### src/rtl/frame_len_guard.sv
module frame_len_guard #(
  parameter int LEN_W     = 16,
  parameter int JW        = 14,
  parameter int HARD_CEIL = 10240,
  parameter int NQ        = 4,
  localparam int QW       = (NQ > 1) ? $clog2(NQ) : 1
) (
  input  logic             clk,
  input  logic             rst_n,
  input  logic [15:0]      cfg_word,
  input  logic             jlen_wr,
  input  logic [LEN_W-1:0] jlen_wdata,
  output logic [LEN_W-1:0] jlen_rdata,
  input  logic             err_wr,
  input  logic             err_wdata,
  output logic             cfg_err,
  input  logic             len_valid,
  input  logic             len_tx,
  input  logic             len_last,
  input  logic [QW-1:0]    len_q,
  input  logic [LEN_W-1:0] len_value,
  output logic [LEN_W-1:0] lim_tx,
  output logic [LEN_W-1:0] lim_rx,
  output logic             reject,
  output logic [NQ-1:0]    bus_err_irq
);
  localparam logic [LEN_W-1:0] CEIL    = LEN_W'(HARD_CEIL);
  localparam logic [LEN_W-1:0] STD_LEN = LEN_W'(1518);
  localparam logic [LEN_W-1:0] LONG_RX = LEN_W'(1538);

  logic [JW-1:0]    jlen_q;
  logic [LEN_W-1:0] jlen_ext, jumbo_eff, tx_acc;
  logic             tx_skip;
  logic [LEN_W:0]   tx_sum;
  logic             wr_over, tx_over, rx_over, hit;

  wire jumbo_on = cfg_word[3];
  wire rx_long  = cfg_word[8];

  assign jlen_ext   = LEN_W'(jlen_q);
  assign jlen_rdata = jlen_ext;
  assign jumbo_eff  = (jlen_ext > CEIL) ? CEIL : jlen_ext;
  assign lim_tx     = jumbo_on ? jumbo_eff : STD_LEN;
  assign lim_rx     = jumbo_on ? jumbo_eff : (rx_long ? LONG_RX : STD_LEN);

  assign wr_over = jlen_wr && (LEN_W'(jlen_wdata[JW-1:0]) > CEIL);
  assign tx_sum  = {1'b0, tx_acc} + {1'b0, len_value};
  assign tx_over = tx_sum > {1'b0, lim_tx};
  assign rx_over = len_value > lim_rx;
  assign hit     = len_valid && (len_tx ? (!tx_skip && tx_over) : rx_over);

  always_ff @(posedge clk) begin
    if (!rst_n) begin
      jlen_q  <= JW'(HARD_CEIL);
      cfg_err <= 1'b0;
    end else begin
      if (jlen_wr) jlen_q <= jlen_wdata[JW-1:0];
      if (wr_over) cfg_err <= 1'b1;
      else if (err_wr && err_wdata) cfg_err <= 1'b0;
    end
  end

  always_ff @(posedge clk) begin
    if (!rst_n) begin
      tx_acc  <= '0;
      tx_skip <= 1'b0;
    end else if (len_valid && len_tx) begin
      if (tx_skip) begin
        if (len_last) tx_skip <= 1'b0;
      end else if (tx_over) begin
        tx_acc  <= '0;
        tx_skip <= !len_last;
      end else begin
        tx_acc <= len_last ? '0 : tx_sum[LEN_W-1:0];
      end
    end
  end

  always_ff @(posedge clk) begin
    if (!rst_n) begin
      reject      <= 1'b0;
      bus_err_irq <= '0;
    end else begin
      reject      <= hit;
      bus_err_irq <= '0;
      if (hit) bus_err_irq[len_q] <= 1'b1;
    end
  end

  a_r4_limit_within_ceiling: assert property (@(posedge clk) disable iff (!rst_n)
    jumbo_on |-> (lim_tx <= CEIL && lim_rx <= CEIL));
  a_r2_std_tx_limit: assert property (@(posedge clk) disable iff (!rst_n)
    !jumbo_on |-> lim_tx == STD_LEN);
  a_r6_clamp_sets_status: assert property (@(posedge clk) disable iff (!rst_n)
    wr_over |=> cfg_err);
  a_r7_reject_follows_strobe: assert property (@(posedge clk) disable iff (!rst_n)
    reject |-> $past(len_valid));
  a_r8_irq_with_reject: assert property (@(posedge clk) disable iff (!rst_n)
    $onehot0(bus_err_irq) && ((|bus_err_irq) == reject));
  a_r10_skip_silent: assert property (@(posedge clk) disable iff (!rst_n)
    (len_valid && len_tx && tx_skip) |=> !reject);
endmodule

### config.mk
export PLATFORM = sky130hd
export DESIGN_NAME = frame_len_guard
export DESIGN_NICKNAME = d
export VERILOG_FILES = /design/src/rtl/frame_len_guard.sv
export SDC_FILE = /design/constraint.sdc
export NUM_CORES = 1
export LEC_CHECK = 0
export ABC_AREA = 1
export BUFFER_PORTS_ARGS = -buffer_cell sky130_fd_sc_hd__buf_2
export CORE_UTILIZATION = 37
export CTS_CLUSTER_DIAMETER = 60
export DETAILED_ROUTE_END_ITERATION = 7
export PLACE_DENSITY_LB_ADDON = 0.15
export SETUP_SLACK_MARGIN = 0.02
export SLEW_MARGIN = 20
export SYNTH_ARGS = -nofsm -noshare
export SYNTH_HDL_FRONTEND = slang
export SYNTH_SLANG_ARGS = --single-unit
export TNS_END_PERCENT = 5
### constraint.sdc
create_clock -name clk -period 3 [get_ports clk]
set_input_delay 0.15 -clock clk [delete_from_list [all_inputs] [get_ports clk]]
set_output_delay 0.15 -clock clk [all_outputs]
set_load 0.02 [all_outputs]
Word level (Yosys, flattened, before mapping)
Index checks and enable logic that the tools add are counted.
- memory bits (read-only): 0
- input bits: 58
- output and inout bits: 54
- flip-flop bits (word level): 37
- logic and storage cells: 39
- latch bits: 0
- memory bits (writable): 0
- memories: 0
- bitwise gates (word level): 1
- add/sub/neg operators: 1
- shift operators: 0
- eq/ne operators: 0
- reductions and logical operators: 11
- multiplexer cells: 14
- $lt $le $gt $ge: 6
- div/mod/pow operators: 0
- multipliers: 0
- operators by type and width (cell ; number):
    14-bit two-way mux ; 3
    16-bit two-way mux ; 2
    14-bit greater-than comparator (second input constant) ; 2
    16-bit by 16-bit adder with 17-bit output ; 1
    17-bit by 14-bit greater-than comparator with 1-bit output ; 1
    16-bit by 14-bit greater-than comparator with 1-bit output ; 1
    10-bit two-way mux ; 1
    1-bit two-way mux ; 7
    1-bit logical AND ; 6
    2-bit AND reduction ; 2
    2-bit by 3-bit < comparator with 1-bit output (second input constant) ; 1
    1-bit demux with 2-bit select ; 1
    2-bit by 1-bit greater-or-equal comparator with 1-bit output (second input constant) ; 1
    1-bit logical NOT ; 2
    2-bit nonzero test ; 1
    1-bit NOT ; 1

Depth between registers and ports, before layout
Gate-level depths: netlist of the first run.
- word-level depth: 8
- depth in mapped cells: 26
- mapped depth without buffers: 25

Worst setup path after synthesis of the first run
No wires, ideal clock.
- kind: reg2reg
- from: register jlen_q[13]
- to: register bus_err_irq[0]
- path buffers: 1
- period minus slack after synthesis: 2.991 ns
- data arrival time: 2.927 ns
- stages on the path, launching flop included: 20
- library setup time: 0.064 ns
- data required time: 2.936 ns
- setup slack: 0.009 ns
- cells stage by stage: dfxtp_1 inv_1 nor3_1 nand3_1 o211ai_1 buf_2 nand2_1 o21ai_0 inv_1 ha_1 nand2_1 o21ai_0 nand2_1 o211ai_1 nand2_1 nand2_1 nand2_1 a21oi_1 nand2_2 nor2_1
- elaborated cells on any way between the ends: 10
- those cells by class: 3 x order compare; 4 x mux; 3 x reduce/logical
- RTL lines (what ; line ; source):
    from (decl) ; 31 ; logic [JW-1:0] jlen_q;
    from (signal assigned) ; 54 ; jlen_q <= JW'(HARD_CEIL);
    from (signal assigned) ; 57 ; if (jlen_wr) jlen_q <= jlen_wdata[JW-1:0];
    14-bit greater-than comparator ; 42 ; assign jumbo_eff = (jlen_ext > CEIL) ? CEIL : jlen_ext;
    14-bit two-way mux ; 42 ;
    14-bit two-way mux ; 44 ; assign lim_rx = jumbo_on ? jumbo_eff : (rx_long ? LONG_RX : STD_LEN);
    net lim_rx[3] ; 23 ; output logic [LEN_W-1:0] lim_rx,
    16-bit by 14-bit greater-than comparator with 1-bit output ; 49 ; assign rx_over = len_value > lim_rx;
    1-bit two-way mux ; 50 ; assign hit = len_valid && (len_tx ? (!tx_skip && tx_over) : rx_over);
    1-bit logical AND ; 50 ;
    2-bit AND reduction (no source line) ; -- ;
    to (signal assigned) ; 82 ; bus_err_irq <= '0;
    to (signal assigned) ; 85 ; bus_err_irq <= '0;
    to (signal, indexed assignment) ; 86 ; if (hit) bus_err_irq[len_q] <= 1'b1;
    to (decl) ; 25 ; output logic [NQ-1:0] bus_err_irq
The timed path passes the listed nets, and every way through them passes these cells.
A chain may end at the register's enable or synchronous reset.

Worst setup path in the final report of the first run
- from: register tx_acc[0]
- to: register tx_acc[7]
- cells in the longest elaborated chain, start to end: 3
- elaborated cells on any way between the ends: 4
- those cells by class: 1 x add/sub; 1 x order compare; 2 x mux
- RTL lines (what ; line ; source):
    from (decl) ; 32 ; logic [LEN_W-1:0] jlen_ext, jumbo_eff, tx_acc;
    from (signal assigned) ; 74 ; tx_acc <= len_last ? '0 : tx_sum[LEN_W-1:0];
    16-bit by 16-bit adder with 17-bit output * ; 47 ; assign tx_sum = {1'b0, tx_acc} + {1'b0, len_value};
    17-bit by 14-bit greater-than comparator with 1-bit output / 16-bit two-way mux (equally long branches) ; 48, 74 ;
    16-bit two-way mux * ; 70 ; end else if (tx_over) begin
Mark *: on every way between the ends. The rest lies on a longest branch, timed or not.

==> out/qor.yml, run 1 <==
dr.first_iter.drc_count: 124
holdPathEnd: "jlen_q[8]"
period_needed_ns: 2.89
critPathRequiredTime_ns: 3.22
via_count_of_the_first_global_routing_pass: 3465
final_total_negative_setup_slack_ns: 0
clock_pin_slew_of_the_registers_on_the_worst_case_setup_and_hold_paths_ns: 0.08
nNetsFinal: 742
report.final.slew_viol_count: 0
numClockSinks: 37
power.static_leakage_nw: 2.43
max_slew.worst_pin.slew_ns: 0.740
drt-vias-per-instance: 5.01
tritoncts_clock_tree: "done"
report.final.hold_viol_count: 0
fin_skew_ns: 0.00403
seqCellArea_sq_um: 744
reg2regPathDepth: 19
drtAntennaViolNets: 0
crit_path_max_fanout: 8
ff2ff_setup_slack_ns: 0.11
cts_buffers: 5
crit_type: "reg -> reg"
synth_cell_types: 38
die_w_um: 98.0
whs_ns: 0.0937
antenna_found_initial: 0
result_of_the_run: "finished, violations left"
std_cell_rows: 34
first_pass_grt_wire_length_um: 16200
worst_supply_voltage_drop_on_vdd_mv: 0.219
fp.dieArea_sq_um: 9610
timing.hold.worst.start: "jlen_wdata[8]"
hold_path_class: "in -> reg"
violations_in_the_final_reports: "DRC"
vertical_die_dimension_um: 98.0
globalRouteOverflowTotal: 0
max_cap_violations: 0
postSynthRegisterBits: 37
rsz0062_at_grt: "yes"
placed_cell_area_sq_um: 4110
drive_gt1_share_pct: 34.1
drt_first_pass_iters: 6
cellPowerDensity_nw_per_um2: 308
critical_path_arrival_ns: 3.11
area_used_by_multi_input_combinational_logic_sq_um: 2570
design_power_total_mw: 1.41
synth_sequential_area_ratio_pct: 21.7
synth_cells: 525
floorplan.io_pins: 112
clock_tree.buffer_depth: 2
port-buffer-count: 89
ys_warn_count: 0
worst_skew_pair.late_latency_ns: 0.29
layout-area-overhead-vs-synth_pct: 34.2
finalWeightedCongestion: 0.848
postCtsHoldBufs: 0
finalCritPeriodShare_pct: 96.2
layout_setup_ws_ns: 0.115
hpwl_after_detailed_placement_um: 8200
root_buffer: "sky130_fd_sc_hd__clkbuf_8"
timing.slew.headroom_pct: 50.6
report.final.setup_viol: 0
h-tree-depth: 2
filler_cells: 911
worst_setup_slack_after_placement_ns: -0.148
grt_start_max_net_pins: 20
detailroute.via_count: 3744
syn_area_sq_um: 3410
mean_cell_area_of_the_mapped_netlist_sq_um: 6.50
worstSetupStartpointType: "register"
antenna_cells_inserted: 0
setup.worst_path.end_class: "register"
initial_utilization_pct: 38.7
core_sq_um: 8810
totalWireLength_um: 10200
ff_to_ff_end: "tx_acc[7]"
r2r_start: "tx_acc[0]"
layout_common_cells: "sky130_fd_sc_hd__nand2_1, sky130_fd_sc_hd__buf_2, sky130_fd_sc_hd__inv_1"
track_usage_pct: 20.9
max_clock_freq_mhz: 347
leading_cell_type_in_the_layout_fill_and_taps_excluded: "sky130_fd_sc_hd__nand2_1"
routedWlPerCell_um: 13.6
hold_depth: 3
drc_errors: 2
layout.cell_area.non_filler_sq_um: 4580
## logic make-up (layout without fill, tap and decap cells)
group	Yosys count	after routing	share of synthesized area, %
other	1	6	0.110
DFF	37	37	21.7
and+or+nand+nor	251	251	33.1
xor gates and xnor gates	8	8	2.05
buffers and inverters	105	215	13.4
adders and majority gates	45	45	16.7
AOI/OAI and AO/OA	78	78	12.9
## metal layers
layer / routed length (um) / track usage [%] / vias to the layer above / part of all wire [%]
li1: - / - / 1912 / -
met1: 4710 / 26.8 / 1717 / 46
met2: 4860 / 36.6 / 105 / 48
met3: 475 / 2.93 / 10 / 4.7
met4: 146 / 5.24 / 0 / 1.4
met5: 0 / 0 / - / 0
## synth_stat cells
cell / instances / area [sq um]
sky130_fd_sc_hd__ha_1: 44 / 551
sky130_fd_sc_hd__nor2_2: 2 / 12.5
sky130_fd_sc_hd__nand2_1: 120 / 450
sky130_fd_sc_hd__clkinv_1: 1 / 3.75
sky130_fd_sc_hd__xnor2_1: 4 / 35.0
sky130_fd_sc_hd__fa_1: 1 / 20.0
sky130_fd_sc_hd__o211ai_1: 5 / 37.5
sky130_fd_sc_hd__o21ai_0: 23 / 115
sky130_fd_sc_hd__xor2_1: 4 / 35.0
sky130_fd_sc_hd__a21o_1: 1 / 7.51
sky130_fd_sc_hd__buf_4: 14 / 105
sky130_fd_sc_hd__buf_2: 2 / 10.0
sky130_fd_sc_hd__nand3_2: 3 / 30.0
sky130_fd_sc_hd__inv_2: 1 / 3.75
sky130_fd_sc_hd__o21bai_1: 1 / 7.51
sky130_fd_sc_hd__buf_6: 1 / 11.3
sky130_fd_sc_hd__a21oi_1: 39 / 195
sky130_fd_sc_hd__nand3_4: 1 / 17.5
sky130_fd_sc_hd__dfxtp_1: 37 / 741
sky130_fd_sc_hd__o21ai_1: 1 / 5.00
sky130_fd_sc_hd__nor2_1: 64 / 240
sky130_fd_sc_hd__nor4b_1: 1 / 8.76
sky130_fd_sc_hd__nand2_2: 11 / 68.8
sky130_fd_sc_hd__o21a_1: 1 / 7.51
sky130_fd_sc_hd__nor3_1: 7 / 35.0
sky130_fd_sc_hd__nor3_2: 2 / 20.0
sky130_fd_sc_hd__buf_1: 1 / 3.75
sky130_fd_sc_hd__inv_1: 78 / 293
sky130_fd_sc_hd__a21oi_4: 1 / 16.3
sky130_fd_sc_hd__nor4_1: 4 / 25.0
sky130_fd_sc_hd__nor2_4: 1 / 11.3
sky130_fd_sc_hd__a21oi_2: 5 / 43.8
sky130_fd_sc_hd__a31oi_1: 1 / 6.26
sky130_fd_sc_hd__nand3b_1: 5 / 37.5
sky130_fd_sc_hd__nand4_1: 16 / 100
sky130_fd_sc_hd__nand3_1: 14 / 70.1
sky130_fd_sc_hd__clkbuf_1: 7 / 26.3
sky130_fd_sc_hd__conb_1: 1 / 3.75
## registers in the layout, indices dropped and copies added (netlist names)
| register | flops |
|---|---|
| tx_skip | 1 |
| cfg_err | 1 |
| tx_acc | 16 |
| reject | 1 |
| bus_err_irq | 4 |
| jlen_q | 14 |
## critical path, cell delays in order, from the launching register on
cell and delay, ns:
sky130_fd_sc_hd__dfxtp_2 0.34, sky130_fd_sc_hd__ha_4 0.16, sky130_fd_sc_hd__fa_2 0.40, sky130_fd_sc_hd__nand3_2 0.09, sky130_fd_sc_hd__nand2_4 0.09, sky130_fd_sc_hd__nand3_1 0.10, sky130_fd_sc_hd__nand3_2 0.10, sky130_fd_sc_hd__xor2_2 0.25
sky130_fd_sc_hd__inv_2 0.07, sky130_fd_sc_hd__ha_4 0.22, sky130_fd_sc_hd__inv_2 0.07, sky130_fd_sc_hd__nor3_1 0.05, sky130_fd_sc_hd__nor3_1 0.16, sky130_fd_sc_hd__nand2_1 0.07, sky130_fd_sc_hd__nand2_1 0.07, sky130_fd_sc_hd__nand2_2 0.06
sky130_fd_sc_hd__nand2_4 0.12, sky130_fd_sc_hd__buf_2 0.17, sky130_fd_sc_hd__nand4_1 0.08, sky130_fd_sc_hd__a21oi_1 0.15
## power breakdown
part / switching, mW / internal (mW) / total (mW)
combinational: 0.325 / 0.202 / 0.527
sequential: 0.0128 / 0.509 / 0.522
clock: 0.202 / 0.161 / 0.363
## metrics by stage
step	std cells	util (%)
3_5_place_dp	735	46.7
6_report	748	52.0
2_1_floorplan	530	-
3_3_place_gp	735	46.7
5_1_grt	748	52.0
4_1_cts	743	48.0
## worst max path at each step
stage,cells past startpoint,to,from,slack (ns)
6_report,19,tx_acc[7],tx_acc[0],0.11
2_1_floorplan,19,bus_err_irq[0],jlen_q[13],0.02
3_3_place_gp,19,tx_acc[6],tx_acc[0],-0.13
5_1_grt,20,bus_err_irq[0],jlen_q[10],-0.09
3_5_place_dp,19,tx_acc[5],tx_acc[0],-0.15
4_1_cts,23,bus_err_irq[2],tx_acc[2],0.03
## cell type report
class | count | share of cell area, %
Multi-Input combinational cell | 388 | 56.1
Sequential cell | 37 | 16.3
Timing Repair Buffer | 127 | 16.2
Inverter | 80 | 6.56
Tap cell | 108 | 2.95
Clock buffer | 5 | 1.50
Clock inverter | 3 | 0.383
## what timing repair did
| item | 4_1_cts | 5_1_grt |
|---|---|---|
| setup buffers | 0 | 3 |
| setup endpoints to repair | 20 | 20 |
| hold endpoints to repair | 0 | 0 |
| gates cloned | 0 | 2 |
| pin swaps | 0 | 21 |
| gates resized for setup | 6 | 67 |
Power figures use the tool's default switching activity.
==> run 2: changes to the inputs <==
--- a/config.mk
+++ b/config.mk
@@ -6,8 +6,10 @@
 export NUM_CORES = 1
 export LEC_CHECK = 0
 export ABC_AREA = 1
+export ABC_CLOCK_PERIOD_IN_PS = 3200
 export BUFFER_PORTS_ARGS = -buffer_cell sky130_fd_sc_hd__buf_2
 export CORE_UTILIZATION = 37
+export CTS_BUF_LIST = sky130_fd_sc_hd__clkbuf_8
 export CTS_CLUSTER_DIAMETER = 60
 export DETAILED_ROUTE_END_ITERATION = 7
 export PLACE_DENSITY_LB_ADDON = 0.15
==> constraint.sdc (replaced) <==
create_clock -name clk -period 3.2 [get_ports clk]
set_input_delay 0.16 -clock clk [delete_from_list [all_inputs] [get_ports clk]]
set_output_delay 0.16 -clock clk [all_outputs]
set_load 0.02 [all_outputs]
==> run 2 against run 1 <==
- the flow still finishes with violations (DRC)
- register-to-register slack better by 0.09 ns
- sequential power is 5.4% lower
- clock skew is 0.0063 ns higher
- final cell count is 0.80% lower
- critical path depth is 2 lower
- wire length is 4.3% lower
- critical endpoint unchanged
- setup slack better by 0.090 ns
- power is 0.95% lower
- largest power group is now registers
- combinational power is 8.9% lower
- non-clock buffer count is 6 lower
- sequential share of layout area is 0.20 points higher
==> out/qor.yml, run 2 (synthesis gave the netlist of run 1 again) <==
result_of_the_run: "finished, violations left"  # unchanged
violations_in_the_final_reports: "DRC"  # unchanged
grt_start_max_net_pins: 20  # unchanged
timing.hold.worst.start: "jlen_wdata[7]"  # was jlen_wdata[8]
drc_errors: 5  # was 2
layout_common_cells: "sky130_fd_sc_hd__nand2_1, sky130_fd_sc_hd__buf_2, sky130_fd_sc_hd__inv_1"  # unchanged
core_sq_um: 8810  # unchanged
layout.cells.non_filler: 742  # was 748
postCtsHoldBufs: 0  # unchanged
cts_buffers: 5  # unchanged
first_pass_grt_wire_length_um: 15900  # was 16200 um
max_slew.worst_pin.slew_ns: 0.716  # was 0.740 ns
setup.worst_path.end_class: "register"  # unchanged
hpwl_after_detailed_placement_um: 7720  # was 8200 um
rsz0062_at_grt: "yes"  # unchanged
std_cell_rows: 34  # unchanged
clock_tree.buffer_depth: 2  # unchanged
drive_gt1_share_pct: 33.1  # was 34.1%
hold_path_class: "in -> reg"  # unchanged
die_w_um: 98.0  # unchanged
layout-area-overhead-vs-synth_pct: 33.2  # was 34.2%
final_total_negative_setup_slack_ns: 0  # unchanged
finalWeightedCongestion: 0.847  # was 0.848
detailroute.via_count: 3659  # was 3744
most_flop_heavy_register: "tx_acc"  # unchanged
dr.first_iter.drc_count: 163  # was 124
timing.slew.headroom_pct: 52.2  # was 50.6%
r2r_start: "tx_acc[12]"  # was tx_acc[0]
critical_path_arrival_ns: 3.24  # was 3.11 ns
clock_pin_slew_of_the_registers_on_the_worst_case_setup_and_hold_paths_ns: 0.09  # was 0.08 ns
largest_reg_flops: 16  # unchanged
leading_cell_type_in_the_layout_fill_and_taps_excluded: "sky130_fd_sc_hd__nand2_1"  # unchanged
worst_supply_voltage_drop_on_vdd_mv: 0.176  # was 0.219 mV
fin_skew_ns: 0.0103  # was 0.00403 ns
worstSetupStartpointType: "register"  # unchanged
numClockSinks: 37  # unchanged
vertical_die_dimension_um: 98.0  # unchanged
design_power_total_mw: 1.40  # was 1.41 mW
critPathLaunch: "tx_acc[12]"  # was tx_acc[0]
track_usage_pct: 20.7  # was 20.9%
initial_utilization_pct: 38.7  # unchanged
max_cap_violations: 0  # unchanged
report.final.slew_viol_count: 0  # unchanged
crit_path_max_fanout: 7  # was 8
utilization_pct: 51.6  # was 52.0%
port-buffer-count: 89  # unchanged
globalRouteOverflowTotal: 0  # unchanged
antenna_found_initial: 0  # unchanged
report.final.hold_viol_count: 0  # unchanged
floorplan.io_pins: 112  # unchanged
worst_skew_pair.late_latency_ns: 0.31  # was 0.29 ns
nNetsFinal: 736  # was 742
max_clock_freq_mhz: 334  # was 347 MHz
critPathRequiredTime_ns: 3.44  # was 3.22 ns
tritoncts_clock_tree: "done"  # unchanged
period_needed_ns: 3.00  # was 2.89 ns
h-tree-depth: 2  # unchanged
layout_top_registers: "tx_acc: 16 flops, jlen_q: 14 flops, bus_err_irq: 4 flops"  # unchanged
fp.dieArea_sq_um: 9610  # unchanged
routedWlPerCell_um: 13.1  # was 13.6 um
antenna_cells_inserted: 0  # unchanged
finalCritPeriodShare_pct: 93.6  # was 96.2%
drt-vias-per-instance: 4.93  # was 5.01
cellPowerDensity_nw_per_um2: 308  # about the same
crit_type: "reg -> reg"  # unchanged
drt_first_pass_iters: 7  # was 6
via_count_of_the_first_global_routing_pass: 3395  # was 3465
power.static_leakage_nw: 2.40  # was 2.43 nW
root_buffer: "sky130_fd_sc_hd__clkbuf_8"  # unchanged
report.final.setup_viol: 0  # unchanged
whs_ns: 0.0918  # was 0.0937 ns
drtAntennaViolNets: 0  # unchanged
place_inst: 725  # was 735
totalWireLength_um: 9750  # was 10200 um
[run 2: cell count changes in the layout (fill, tap and decap cells not counted), sizes merged]
cell and delta:
clkinv -1, buf -6, bufinv +1
[run 2: final timing paths]
path / slack (ns) / cells past startpoint / end
worst max-delay path: 0.20 / 17 / tx_acc[7]
worst min-delay path: 0.09 / 3 / jlen_q[7]
worst max register to register: 0.20 / 17 / tx_acc[7]
worst min register to register: 0.44 / 2 / tx_acc[15]
[run 2: worst max-delay path, stage by stage, from the launching register on]
cell,delay (ns)
sky130_fd_sc_hd__dfxtp_1,0.39
sky130_fd_sc_hd__ha_4,0.24
sky130_fd_sc_hd__a21oi_2,0.16
sky130_fd_sc_hd__o21ai_0,0.11
sky130_fd_sc_hd__a21oi_1,0.21
sky130_fd_sc_hd__nand3b_1,0.10
sky130_fd_sc_hd__nand2_1,0.10
sky130_fd_sc_hd__inv_1,0.05
sky130_fd_sc_hd__ha_1,0.28
sky130_fd_sc_hd__nor2_1,0.06
sky130_fd_sc_hd__nor2_1,0.15
sky130_fd_sc_hd__o211ai_1,0.16
sky130_fd_sc_hd__a21oi_4,0.14
sky130_fd_sc_hd__nand2_2,0.08
sky130_fd_sc_hd__nor2_4,0.26
sky130_fd_sc_hd__buf_6,0.17
sky130_fd_sc_hd__nand4_1,0.11
sky130_fd_sc_hd__a21oi_2,0.17
[run 2: stage by stage]
stage	worst slack, ns	area, sq um
floorplan	0.209	3430
global placement	0.0763	4030
detailed placement	0.0225	4030
CTS	0.0173	4150
global route	-0.0361	4540
finish	0.205	4540
[run 2: layout make-up]
| class | instances | area (sq um) |
|---|---|---|
| repair buffers | 121 | 694 |
| fillers | 874 | 4260 |
| inverters | 80 | 300 |
| clock inverters | 3 | 46.3 |
| well taps | 108 | 135 |
| flip-flops and latches | 37 | 748 |
| clock buffers | 5 | 68.8 |
| multi-input cells | 388 | 2550 |
[run 2: per-layer routing]
| metal | part of all wire, % | track usage (%) | wire length [um] |
|---|---|---|---|
| met1 | 46 | 27.0 | 4490 |
| met3 | 4.5 | 2.93 | 439 |
| met5 | 0 | 0 | 0 |
| met4 | 1.8 | 7.23 | 172 |
| met2 | 48 | 34.8 | 4640 |
[run 2: power breakdown]
group	internal, mW	switching, mW
logic	0.187	0.293
clock network	0.233	0.191
registers	0.478	0.0165
total	0.898	0.501
[run 2: what timing repair did]
action | in CTS | in global routing
endpoints found under the setup margin | 8 | 20
buffers inserted | 0 | 8
cloned | 0 | 1
gates resized for setup | 1 | 73
pin swaps | 0 | 25
endpoints found under the hold margin | 0 | 0
